===== src/rtl/dma_chain_pkg.sv =====
package dma_chain_pkg;

    localparam int unsigned REG_W = 32;
    localparam logic [3:0]  DEV_ID = 4'hC;

    localparam logic [3:0] OFS_CTRL  = 4'h0;
    localparam logic [3:0] OFS_ADDR  = 4'h4;
    localparam logic [3:0] OFS_COUNT = 4'h8;

    // control/status bit positions
    localparam int B_IRQ_PEND  = 0;
    localparam int B_IRQ_EN    = 4;
    localparam int B_SOFT_RST  = 7;
    localparam int B_DIR       = 8;
    localparam int B_RUN       = 9;
    localparam int B_REQ_SEEN  = 10;
    localparam int B_CNT_EN    = 13;
    localparam int B_TERM      = 14;
    localparam int B_BURST_LO  = 18;
    localparam int B_TC_QUIET  = 23;
    localparam int B_CHAIN     = 24;
    localparam int B_ACTIVE    = 25;
    localparam int B_CUR_VALID = 26;
    localparam int B_NXT_VALID = 27;
    localparam int B_ID_LO     = 28;

    typedef enum logic [1:0] {
        BURST_W4  = 2'b00,
        BURST_W8  = 2'b01,
        BURST_W1  = 2'b10,
        BURST_W16 = 2'b11
    } burst_code_e;

    typedef struct packed {
        logic        chain_en;
        logic        tc_quiet;
        burst_code_e burst;
        logic        cnt_en;
        logic        run_en;
        logic        dir_to_mem;
        logic        soft_rst;
        logic        irq_en;
    } ctrl_t;

    typedef struct packed {
        logic nxt_valid;
        logic cur_valid;
        logic term;
        logic irq_pend;
    } flags_t;

    function automatic logic [4:0] burst_words(burst_code_e code);
        case (code)
            BURST_W4:  return 5'd4;
            BURST_W8:  return 5'd8;
            BURST_W1:  return 5'd1;
            default:   return 5'd16;
        endcase
    endfunction

    function automatic ctrl_t ctrl_from_word(logic [REG_W-1:0] w);
        ctrl_t c;
        c.chain_en   = w[B_CHAIN];
        c.tc_quiet   = w[B_TC_QUIET];
        c.burst      = burst_code_e'(w[B_BURST_LO +: 2]);
        c.cnt_en     = w[B_CNT_EN];
        c.run_en     = w[B_RUN];
        c.dir_to_mem = w[B_DIR];
        c.soft_rst   = w[B_SOFT_RST];
        c.irq_en     = w[B_IRQ_EN];
        return c;
    endfunction

endpackage


===== src/rtl/dma_chain_regs.sv =====
module dma_chain_regs
    import dma_chain_pkg::*;
#(
    parameter int ADDR_W = 32,
    parameter int CNT_W  = 24,
    localparam int WCNT_W = CNT_W - 2
) (
    input  logic              clk,
    input  logic              rst,
    input  logic              wr_en,
    input  logic [3:0]        wr_ofs,
    input  logic [REG_W-1:0]  wr_data,
    input  logic              beat,
    output ctrl_t             ctrl_q,
    output flags_t            flags_q,
    output logic [ADDR_W-1:0] cur_addr_q,
    output logic [WCNT_W-1:0] cur_words_q
);

    logic [ADDR_W-1:0] nxt_addr_q;
    logic [WCNT_W-1:0] nxt_words_q;
    flags_t            flags_d;

    logic wr_ctrl, wr_addr, wr_cnt, to_shadow;
    logic term_evt, do_reload;

    assign wr_ctrl   = wr_en && (wr_ofs == OFS_CTRL);
    assign wr_addr   = wr_en && (wr_ofs == OFS_ADDR);
    assign wr_cnt    = wr_en && (wr_ofs == OFS_COUNT);
    assign to_shadow = ctrl_q.chain_en;

    assign term_evt  = beat && ctrl_q.cnt_en && (cur_words_q == WCNT_W'(1));
    assign do_reload = term_evt && ctrl_q.chain_en && flags_q.nxt_valid;

    always_comb begin
        flags_d = flags_q;
        if (do_reload)                      flags_d.nxt_valid = 1'b0;
        if (wr_addr && to_shadow)           flags_d.nxt_valid = 1'b1;
        if (wr_addr && !to_shadow)          flags_d.cur_valid = 1'b1;
        if (wr_ctrl && wr_data[B_TERM])     flags_d.term      = 1'b0;
        if (wr_ctrl && wr_data[B_IRQ_PEND]) flags_d.irq_pend  = 1'b0;
        if (term_evt)                       flags_d.term      = 1'b1;
        if (term_evt && !ctrl_q.tc_quiet)   flags_d.irq_pend  = 1'b1;
        if (ctrl_q.soft_rst)                flags_d           = '0;
    end

    always_ff @(posedge clk) begin
        if (rst) begin
            ctrl_q      <= '0;
            flags_q     <= '0;
            cur_addr_q  <= '0;
            cur_words_q <= '0;
            nxt_addr_q  <= '0;
            nxt_words_q <= '0;
        end else begin
            flags_q <= flags_d;
            if (wr_ctrl)
                ctrl_q <= ctrl_from_word(wr_data);

            if (wr_addr && !to_shadow)
                cur_addr_q <= wr_data[ADDR_W-1:0];
            else if (do_reload)
                cur_addr_q <= nxt_addr_q;
            else if (beat)
                cur_addr_q <= cur_addr_q + ADDR_W'(4);

            if (wr_cnt && !to_shadow)
                cur_words_q <= wr_data[CNT_W-1:2];
            else if (do_reload)
                cur_words_q <= nxt_words_q;
            else if (beat && ctrl_q.cnt_en)
                cur_words_q <= cur_words_q - WCNT_W'(1);

            if (wr_addr && to_shadow)
                nxt_addr_q <= wr_data[ADDR_W-1:0];
            if (wr_cnt && to_shadow)
                nxt_words_q <= wr_data[CNT_W-1:2];
        end
    end

    // a zeroing beat raises terminal count
    assert_term_sets_R7: assert property (@(posedge clk) disable iff (rst)
        term_evt |=> flags_q.term);

    // terminal count raises interrupt pending unless suppressed
    assert_irq_pend_R9: assert property (@(posedge clk) disable iff (rst)
        (term_evt && !ctrl_q.tc_quiet) |=> flags_q.irq_pend);

    // reload moves the shadow count in and drops next-loaded
    assert_reload_R8: assert property (@(posedge clk) disable iff (rst)
        (do_reload && !wr_en) |=> (cur_words_q == $past(nxt_words_q)) && !flags_q.nxt_valid);

    // an ordinary beat steps the address by one word
    assert_addr_step_R5: assert property (@(posedge clk) disable iff (rst)
        (beat && !do_reload && !wr_addr) |=> cur_addr_q == $past(cur_addr_q) + ADDR_W'(4));

    // soft reset clears the loaded flags
    assert_softrst_R10: assert property (@(posedge clk) disable iff (rst)
        ctrl_q.soft_rst |=> !flags_q.cur_valid && !flags_q.nxt_valid);

endmodule


===== src/rtl/dma_chain_beat.sv =====
module dma_chain_beat
    import dma_chain_pkg::*;
#(
    parameter int WCNT_W = 22
) (
    input  logic              clk,
    input  logic              rst,
    input  ctrl_t             ctrl,
    input  logic              cur_valid,
    input  logic [WCNT_W-1:0] cur_words,
    input  logic              dev_req,
    input  logic              mem_ack,
    output logic              active,
    output logic              mem_req,
    output logic [4:0]        mem_burst,
    output logic              beat
);

    logic       have_words;
    logic [4:0] coded;

    assign active     = ctrl.run_en && !ctrl.soft_rst && cur_valid;
    assign have_words = !ctrl.cnt_en || (cur_words != '0);
    assign mem_req    = active && dev_req && have_words;
    assign beat       = mem_req && mem_ack;
    assign coded      = burst_words(ctrl.burst);

    always_comb begin
        if (ctrl.cnt_en && (cur_words < WCNT_W'(coded)))
            mem_burst = 5'(cur_words);
        else
            mem_burst = coded;
    end

    // burst never exceeds the coded length
    assert_burst_coded_R6: assert property (@(posedge clk) disable iff (rst)
        mem_req |-> (mem_burst != 5'd0) && (mem_burst <= burst_words(ctrl.burst)));

    // burst never exceeds the remaining words
    assert_burst_remain_R6: assert property (@(posedge clk) disable iff (rst)
        (mem_req && ctrl.cnt_en) |-> (WCNT_W'(mem_burst) <= cur_words));

endmodule


===== src/rtl/dma_chain_rdmux.sv =====
module dma_chain_rdmux
    import dma_chain_pkg::*;
#(
    parameter int ADDR_W = 32,
    parameter int CNT_W  = 24,
    localparam int WCNT_W = CNT_W - 2
) (
    input  logic [3:0]        ofs,
    input  ctrl_t             ctrl,
    input  flags_t            flags,
    input  logic              active,
    input  logic              dev_req,
    input  logic [ADDR_W-1:0] cur_addr,
    input  logic [WCNT_W-1:0] cur_words,
    output logic [REG_W-1:0]  rdata
);

    logic [REG_W-1:0] csr_word;

    always_comb begin
        csr_word                  = '0;
        csr_word[B_ID_LO +: 4]    = DEV_ID;
        csr_word[B_IRQ_PEND]      = flags.irq_pend;
        csr_word[B_IRQ_EN]        = ctrl.irq_en;
        csr_word[B_SOFT_RST]      = ctrl.soft_rst;
        csr_word[B_DIR]           = ctrl.dir_to_mem;
        csr_word[B_RUN]           = ctrl.run_en;
        csr_word[B_REQ_SEEN]      = dev_req;
        csr_word[B_CNT_EN]        = ctrl.cnt_en;
        csr_word[B_TERM]          = flags.term;
        csr_word[B_BURST_LO +: 2] = ctrl.burst;
        csr_word[B_TC_QUIET]      = ctrl.tc_quiet;
        csr_word[B_CHAIN]         = ctrl.chain_en;
        csr_word[B_ACTIVE]        = active;
        csr_word[B_CUR_VALID]     = flags.cur_valid;
        csr_word[B_NXT_VALID]     = flags.nxt_valid;
    end

    always_comb begin
        rdata = '0;
        case (ofs)
            OFS_CTRL:  rdata = csr_word;
            OFS_ADDR:  rdata[ADDR_W-1:0] = cur_addr;
            OFS_COUNT: rdata[CNT_W-1:0]  = {cur_words, 2'b00};
            default:   rdata = '0;
        endcase
    end

endmodule


===== src/rtl/dma_chain_channel.sv =====
module dma_chain_channel
    import dma_chain_pkg::*;
#(
    parameter int ADDR_W = 32,
    parameter int CNT_W  = 24
) (
    input  logic              clk,
    input  logic              rst,
    input  logic              reg_wr,
    input  logic [3:0]        reg_ofs,
    input  logic [31:0]       reg_wdata,
    output logic [31:0]       reg_rdata,
    input  logic              dev_req,
    output logic              dev_ack,
    output logic              mem_req,
    output logic [ADDR_W-1:0] mem_addr,
    output logic              mem_write,
    output logic [4:0]        mem_burst,
    input  logic              mem_ack,
    output logic              irq
);

    localparam int WCNT_W = CNT_W - 2;

    ctrl_t             ctrl;
    flags_t            flags;
    logic [ADDR_W-1:0] cur_addr;
    logic [WCNT_W-1:0] cur_words;
    logic              beat, active;

    dma_chain_regs #(.ADDR_W(ADDR_W), .CNT_W(CNT_W)) u_regs (
        .clk        (clk),
        .rst        (rst),
        .wr_en      (reg_wr),
        .wr_ofs     (reg_ofs),
        .wr_data    (reg_wdata),
        .beat       (beat),
        .ctrl_q     (ctrl),
        .flags_q    (flags),
        .cur_addr_q (cur_addr),
        .cur_words_q(cur_words)
    );

    dma_chain_beat #(.WCNT_W(WCNT_W)) u_beat (
        .clk      (clk),
        .rst      (rst),
        .ctrl     (ctrl),
        .cur_valid(flags.cur_valid),
        .cur_words(cur_words),
        .dev_req  (dev_req),
        .mem_ack  (mem_ack),
        .active   (active),
        .mem_req  (mem_req),
        .mem_burst(mem_burst),
        .beat     (beat)
    );

    dma_chain_rdmux #(.ADDR_W(ADDR_W), .CNT_W(CNT_W)) u_rdmux (
        .ofs      (reg_ofs),
        .ctrl     (ctrl),
        .flags    (flags),
        .active   (active),
        .dev_req  (dev_req),
        .cur_addr (cur_addr),
        .cur_words(cur_words),
        .rdata    (reg_rdata)
    );

    assign dev_ack   = beat;
    assign mem_addr  = cur_addr;
    assign mem_write = ctrl.dir_to_mem;
    assign irq       = flags.irq_pend && ctrl.irq_en;

    // a stopped, held or unloaded channel never requests
    assert_idle_R4: assert property (@(posedge clk) disable iff (rst)
        (!ctrl.run_en || ctrl.soft_rst || !flags.cur_valid) |-> !mem_req);

    // the device only sees acknowledges for requested beats
    assert_ack_R5: assert property (@(posedge clk) disable iff (rst)
        dev_ack |-> (mem_req && mem_ack));

endmodule


===== config.mk =====
export PLATFORM = sky130hd
export DESIGN_NAME = dma_chain_channel
export DESIGN_NICKNAME = d
export VERILOG_FILES = /design/src/rtl/dma_chain_pkg.sv /design/src/rtl/dma_chain_regs.sv /design/src/rtl/dma_chain_beat.sv /design/src/rtl/dma_chain_rdmux.sv /design/src/rtl/dma_chain_channel.sv
export SDC_FILE = /design/constraint.sdc
export NUM_CORES = 1
export LEC_CHECK = 0
export BUFFER_PORTS_ARGS = -buffer_cell sky130_fd_sc_hd__buf_4
export CORE_ASPECT_RATIO = 1.75
export CORE_UTILIZATION = 40
export CTS_CLUSTER_DIAMETER = 30
export DETAILED_ROUTE_END_ITERATION = 7
export GPL_TIMING_DRIVEN = 0
export SYNTH_ARGS = -nofsm -noshare
export SYNTH_HDL_FRONTEND = slang
export SYNTH_HIERARCHICAL = 1
export SYNTH_SLANG_ARGS = --single-unit

===== constraint.sdc =====
create_clock -name clk -period 2.7 [get_ports clk]
set_input_delay 0.54 -clock clk [delete_from_list [all_inputs] [get_ports clk]]
set_output_delay 0.54 -clock clk [all_outputs]
set_load 0.02 [all_outputs]

# Yosys cells after proc, flatten, opt, wreduce, memory -nomap -nowiden
# Cells that the tools add are included.
# Widths: inputs -> output; s select.
# totals
register_bits,121
out_inout_bits,73
elab_cells,75
# classes
addsub,2
magnitude_cmp,1
n_eq_ne,5
muxes,16
reduce_logical,35
# op_table
op,count
$mux 32,3
$pmux 24 s3,1
$mux 22,3
$add 32x3->32 const B,1
$eq 22x1->1 const B,1
$lt 22x5->1,1
$reduce_bool 22->1,1
$sub 22x1->22 const B,1
$logic_and 1x1->1,21
$pmux 8 s2,1
$pmux 5 s3,1
$mux 1,6
$reduce_bool 2->1,3
$reduce_bool 3->1,2
$mux 5,1
$eq 4x3->1 const B,1
$eq 4x4->1 const B,1
$logic_not 1->1,4
$logic_not 4->1,1
$eq 2x1->1 const B,1
$eq 2x2->1 const B,1
$logic_not 2->1,1
$reduce_or 2->1,1
$logic_or 1x1->1,1

# Depth between registers and ports, before layout
# depth
ltp_word,12
depth_mapped,12

# By module
# Netlist, hierarchy kept.
# by_module_without_submodules
module,n_inst,cells_per_inst,area_per_inst_um2,seq_area_each_um2
dma_chain_regs,1,821,6273.5,2422.3
dma_chain_rdmux,1,59,541.8,0.0
dma_chain_beat,1,38,275.3,0.0
dma_chain_channel,1,1,6.3,0.0

# Worst setup path before layout
# OpenSTA, ideal clock, no wires.
# synth_path
path_kind,register to register
start,register u_regs.cur_words_q[9]
end,register u_regs.cur_words_q[0]
setup_ns,0.131
t_arrival_ns,3.110
path_slack_ns,-0.541
path_stages_with_launch,12
n_path_buf,1
path_cell_list,dfxtp_1 -> nor4b_1 -> nand3_1 -> nor2_1 -> a211oi_1 -> nand2_1 -> nor4b_2 -> and4_1 -> buf_4 -> nor2_1 -> a211oi_1 -> o41ai_2
# synth_between
elab_chain_cells,10
elab_cells_between_ends,12
classes_between,eq/ne (1); mux (2); reduce/logical (9)
# synth_rtl
element,line_no,rtl
"start, declared",dma_chain_regs.sv:17,output logic [WCNT_W-1:0] cur_words_q
"start signal, assigned",dma_chain_regs.sv:68,cur_words_q <= wr_data[CNT_W-1:2];
"start signal, assigned",dma_chain_regs.sv:70,cur_words_q <= nxt_words_q;
"start signal, assigned",dma_chain_regs.sv:72,cur_words_q <= cur_words_q - WCNT_W'(1);
$reduce_bool 22->1 (*),dma_chain_beat.sv:23,assign have_words = !ctrl.cnt_en || (cur_words != '0);
$logic_or 1x1->1 (*),dma_chain_beat.sv:23,
$logic_and 1x1->1 (*),dma_chain_beat.sv:24,assign mem_req = active && dev_req && have_words;
$logic_and 1x1->1 (*),dma_chain_beat.sv:25,assign beat = mem_req && mem_ack;
via dev_ack,dma_chain_channel.sv:14,"output logic dev_ack,"
$logic_and 1x1->1 (*),"dma_chain_regs.sv:32, dma_chain_regs.sv:71",
$logic_and 1x1->1,dma_chain_regs.sv:32,assign term_evt = beat && ctrl_q.cnt_en && (cur_words_q == WCNT_W'(1));
$logic_and 1x1->1 (2 in a row),dma_chain_regs.sv:33,assign do_reload = term_evt && ctrl_q.chain_en && flags_q.nxt_valid;
$mux 22,dma_chain_regs.sv:69,else if (do_reload)
$mux 22,dma_chain_regs.sv:67,if (wr_cnt && !to_shadow)
# Mark *: on every way through the listed nets, which the timed path passes. The rest lies on a longest branch.
# A chain may end at the register's enable or synchronous reset.

# Worst setup path after layout
# layout_path
start,register u_regs/ctrl_q[5] (netlist bit)
end,output mem_burst[3]
# layout_between
elab_chain_cells,5
elab_cells_between_ends,7
classes_between,order compare (1); eq/ne (2); mux (2); reduce/logical (2)
# layout_rtl
element,line_no,rtl
"start, declared",dma_chain_regs.sv:14,"output ctrl_t ctrl_q,"
"start signal, assigned",dma_chain_regs.sv:58,ctrl_q <= ctrl_from_word(wr_data);
$eq 2x2->1 (tied with other cells),dma_chain_pkg.sv:53,case (code)
$pmux 5 s3 (*),dma_chain_pkg.sv:53,
$lt 22x5->1,dma_chain_beat.sv:29,if (ctrl.cnt_en && (cur_words < WCNT_W'(coded)))
$logic_and 1x1->1,dma_chain_beat.sv:29,
$mux 5 (*),dma_chain_beat.sv:29,
"end, declared",dma_chain_channel.sv:18,"output logic [4:0] mem_burst,"
# Mark *: on every way between the ends. The rest lies on a longest branch, timed or not.

==> impl_metrics.toml <==
[synth]
yosys-mux-area-fraction_pct = 4.02
asyncSetResetFlopFracSynth_pct = 0
synthMostInstantiatedCell = "sky130_fd_sc_hd__nand2_1"
main_combinational_cell_family_by_area_after_synthesis = "simple AND/OR/NAND/NOR gates"
synth_common_cells = "sky130_fd_sc_hd__nand2_1 (167), sky130_fd_sc_hd__dfxtp_1 (121), sky130_fd_sc_hd__a21oi_1 (89), sky130_fd_sc_hd__nor2_1 (81), sky130_fd_sc_hd__clkbuf_1 (48)"
synthesis.area_per_instance_um2 = 7.72
post-synth-top-area-cell = "sky130_fd_sc_hd__dfxtp_1"
yosys.area_share.adder_pct = 1.06
yosysWarnings = 6
syn_area_um2 = 7100
syn-instance-count = 919
post_synth_main_area_contributors = "sky130_fd_sc_hd__dfxtp_1 (34%), sky130_fd_sc_hd__nand2_1 (8.8%), sky130_fd_sc_hd__a21oi_1 (6.3%)"
synth_nets = 966
count_of_flip_flops_with_a_built_in_enable_after_synthesis = 0
synth.lib_cells_used.distinct = 64
yosysTopAreaCellShare_pct = 34.1
flop_and_latch_count_out_of_synthesis = 121
ys_seq_area_share_pct = 34.1
synthSimpleGateAreaFrac_pct = 29.5
area_share_of_xor_xnor_cells_in_the_synthesized_design_pct = 5.06
synth-compound-area-share_pct = 21.0
yosys_most_used_dff = "sky130_fd_sc_hd__dfxtp_1"

[clock_tree]
clkTransAtPathRegs_ps = 60
tritoncts_num_sinks = 121
cts_inserted_buffers = 17
cts.path.max_buffers = 2
h-tree-depth = 4
worstSkewPairLatency_ps = 420
tritoncts = "built"
clock-root-buffer = "sky130_fd_sc_hd__clkbuf_16"

[global_routing]
antenna_found_initial = 0
first_global_vias = 7609
globalRouteTotalUtil_pct = 35.0
global_route_wire_length_before_repair_um = 45500
grt_overflow = 0
grt_max_degree = 17

[pwr]
total_power_of_the_final_layout_mw = 4.54
ir_worst_vdd_mv = 0.368
power_leakage_nw = 3.74
power_density_nw_per_um2 = 462

[die]
design.die.area_um2 = 18300
floorplan_core_area_um2 = 17500
start_util_pct = 40.7
floorplan.die.width_um = 103
num_io_pins = 114
die_h_um = 178
rows = 64

[placement]
gpl.final_weighted_congestion = 0.975
placed_cells_incl_taps = 1263
io_buffers = 113
place_hpwl_um = 22700
place_worst_setup_slack_ps = -813

[sta]
min_setup_slack_post_route_ps = -228
fin_setup_tns_ps = -831
min_period_ps = 2930
timing.clock.skew_ps = 9.77
slew_headroom_pct = 22.3
number_of_endpoints_with_negative_hold_slack_in_the_final_report = 0
min_period_over_period_pct = 108
fin_worst_hold_slack_ps = 372
max_freq_mhz = 341
setup_viol = 4
tightest_slew_ps = 1160
finalMaxSlewViolations = 0
rsz0062_at_grt = "true"

[critical_path]
crit_path_start_kind = "flop"
cp-startpoint = "u_regs/ctrl_q[5]$_SDFFE_PP0P_"
crit_path_end_kind = "output pin"
crit_path_max_fanout = 4
rr_startpoint = "u_regs/flags_q[2]$_SDFFE_PP0P_"
critical_path.cell_chain = "or2_4 > ha_4 > nand4b_1 > o32ai_4 > nor4_4 > buf_4 > mux2i_1 > buf_4"
criticalPathCategory = "reg -> out"
critical-path-slowest-cell = "sky130_fd_sc_hd__dfxtp_4"
critical_path.most_common_cell = "sky130_fd_sc_hd__buf_4"
cp.arrival_ps = 2390
worst_r2r_path_depth = 12
max_stage_delay_ps = 360
worstPathRequired_ps = 2160

[finish]
instances_no_fill = 1348
sequential_cell_area_um2 = 2510
flow.area_growth_from_synthesis_pct = 38.6
final_net_count = 1151
antenna-diode-count = 0
n_fill_cell = 1740
post_route_cells_drive_above_1_share_pct = 28.7
multi_input_area_um2 = 4590

[routing]
drtAntennaViolNets = 0
first_iter_violations = 710
drc = 0
number_of_detailed_routing_iterations_run_before_antenna_repair = 8
dr_total_vias = 8190
wl_um = 32100
wl_per_cell_um = 23.8
routed_via_density = 6.08

[hold_path]
min_delay_path_depth = 3
min-delay-start = "reg_wdata[29]"
hp-class = "in -> reg"

[status]
outcome = "finished with violations"
failed_checks = "setup timing"

[run]
timing.max_cap.violations = 0
## through the flow
stage	utilization (%)	instance area, um2
floorplan	-	7120
global placement	47.3	8260
detailed placement	47.3	8260
CTS	52.6	9180
global route	56.3	9840
finish	56.3	9840
## cells in the final DEF (no fill, tap or decap), types with 14 or more instances in the layout
| cell type | synthesis | layout |
|---|---|---|
| sky130_fd_sc_hd__a21oi_1 | 89 | 88 |
| sky130_fd_sc_hd__nand3_1 | 28 | 25 |
| sky130_fd_sc_hd__and3_1 | 15 | 15 |
| sky130_fd_sc_hd__buf_6 | 5 | 14 |
| sky130_fd_sc_hd__clkbuf_1 | 48 | 42 |
| sky130_fd_sc_hd__xnor2_1 | 28 | 28 |
| sky130_fd_sc_hd__dfxtp_1 | 121 | 94 |
| sky130_fd_sc_hd__o211ai_1 | 15 | 15 |
| sky130_fd_sc_hd__o21ai_0 | 37 | 28 |
| sky130_fd_sc_hd__nor3_1 | 25 | 25 |
| sky130_fd_sc_hd__o22ai_1 | 16 | 15 |
| sky130_fd_sc_hd__mux2i_1 | 27 | 27 |
| sky130_fd_sc_hd__nor2_1 | 81 | 75 |
| sky130_fd_sc_hd__nand4_1 | 14 | 14 |
| sky130_fd_sc_hd__dfxtp_4 | 0 | 22 |
| sky130_fd_sc_hd__nand2_1 | 167 | 156 |
| sky130_fd_sc_hd__clkbuf_16 | 0 | 21 |
| sky130_fd_sc_hd__buf_4 | 3 | 152 |
## power breakdown
group / switching, mW / internal (mW)
combinational: 0.294 / 0.193
clock: 0.836 / 1.40
sequential: 0.0365 / 1.79
## flip-flops by register name, indices dropped and copies added (netlist names)
signal,cells
u_regs/cur_addr_q,32
u_regs/nxt_addr_q,32
u_regs/cur_words_q,22
u_regs/nxt_words_q,22
u_regs/ctrl_q,8
u_regs/flags_q,4
u_regs/to_shadow,1
## routing by layer
layer	share of wire (%)	vias up	GRT usage [%]
met1	35	3865	38.1
li1	-	3672	-
met3	8.2	159	5.68
met2	50	494	59.9
met5	0	-	0
met4	7.4	0	26.0
## final cells by class
class	instances	area share, %
clock inverters	9	0.992
repair buffers	167	14.2
plain buffers	66	4.35
multi-input cells	718	46.7
flip-flops and latches	121	25.5
inverters	13	0.496
clock buffers	23	4.76
well taps	231	2.94
## repair_timing
action	4_1_cts	5_1_grt
cloned	1	4
buffers inserted	19	31
gates resized for setup	68	99
pin swaps	13	16
hold buffers	0	0
endpoints found under the setup margin	62	59
## critical path: cells and delay by family (launching register included)
kind                       cells  cell delay (ps)
AOI/OAI and AO/OA              1              120
adders and majority gates      1              210
and+or+nand+nor                3              750
buffers and inverters          2              340
muxes                          1              180
DFF                            1              360
## path summary, 6_finish.rpt
path | end | slack (ps)
worst min register to register | u_regs/nxt_addr_q[7]$_SDFFE_PP0P_ | 450
worst max-delay path | mem_burst[3] | -230
worst min-delay path | u_regs/nxt_addr_q[29]$_SDFFE_PP0P_ | 370
worst max register to register | u_regs/cur_addr_q[3]$_SDFFE_PP0P_ | 40
## kinds of logic (layout without fill, tap and decap cells)
| family | Yosys count | in the layout |
|---|---|---|
| AO/OA/AOI/OAI | 231 | 231 |
| XOR/XNOR | 41 | 41 |
| adder cells (fa/ha/maj) | 6 | 6 |
| buffers and inverters | 80 | 278 |
| flip-flops | 121 | 121 |
| multiplexers | 28 | 28 |
| AND/OR/NAND/NOR | 412 | 412 |
Power figures use the tool's default switching activity.
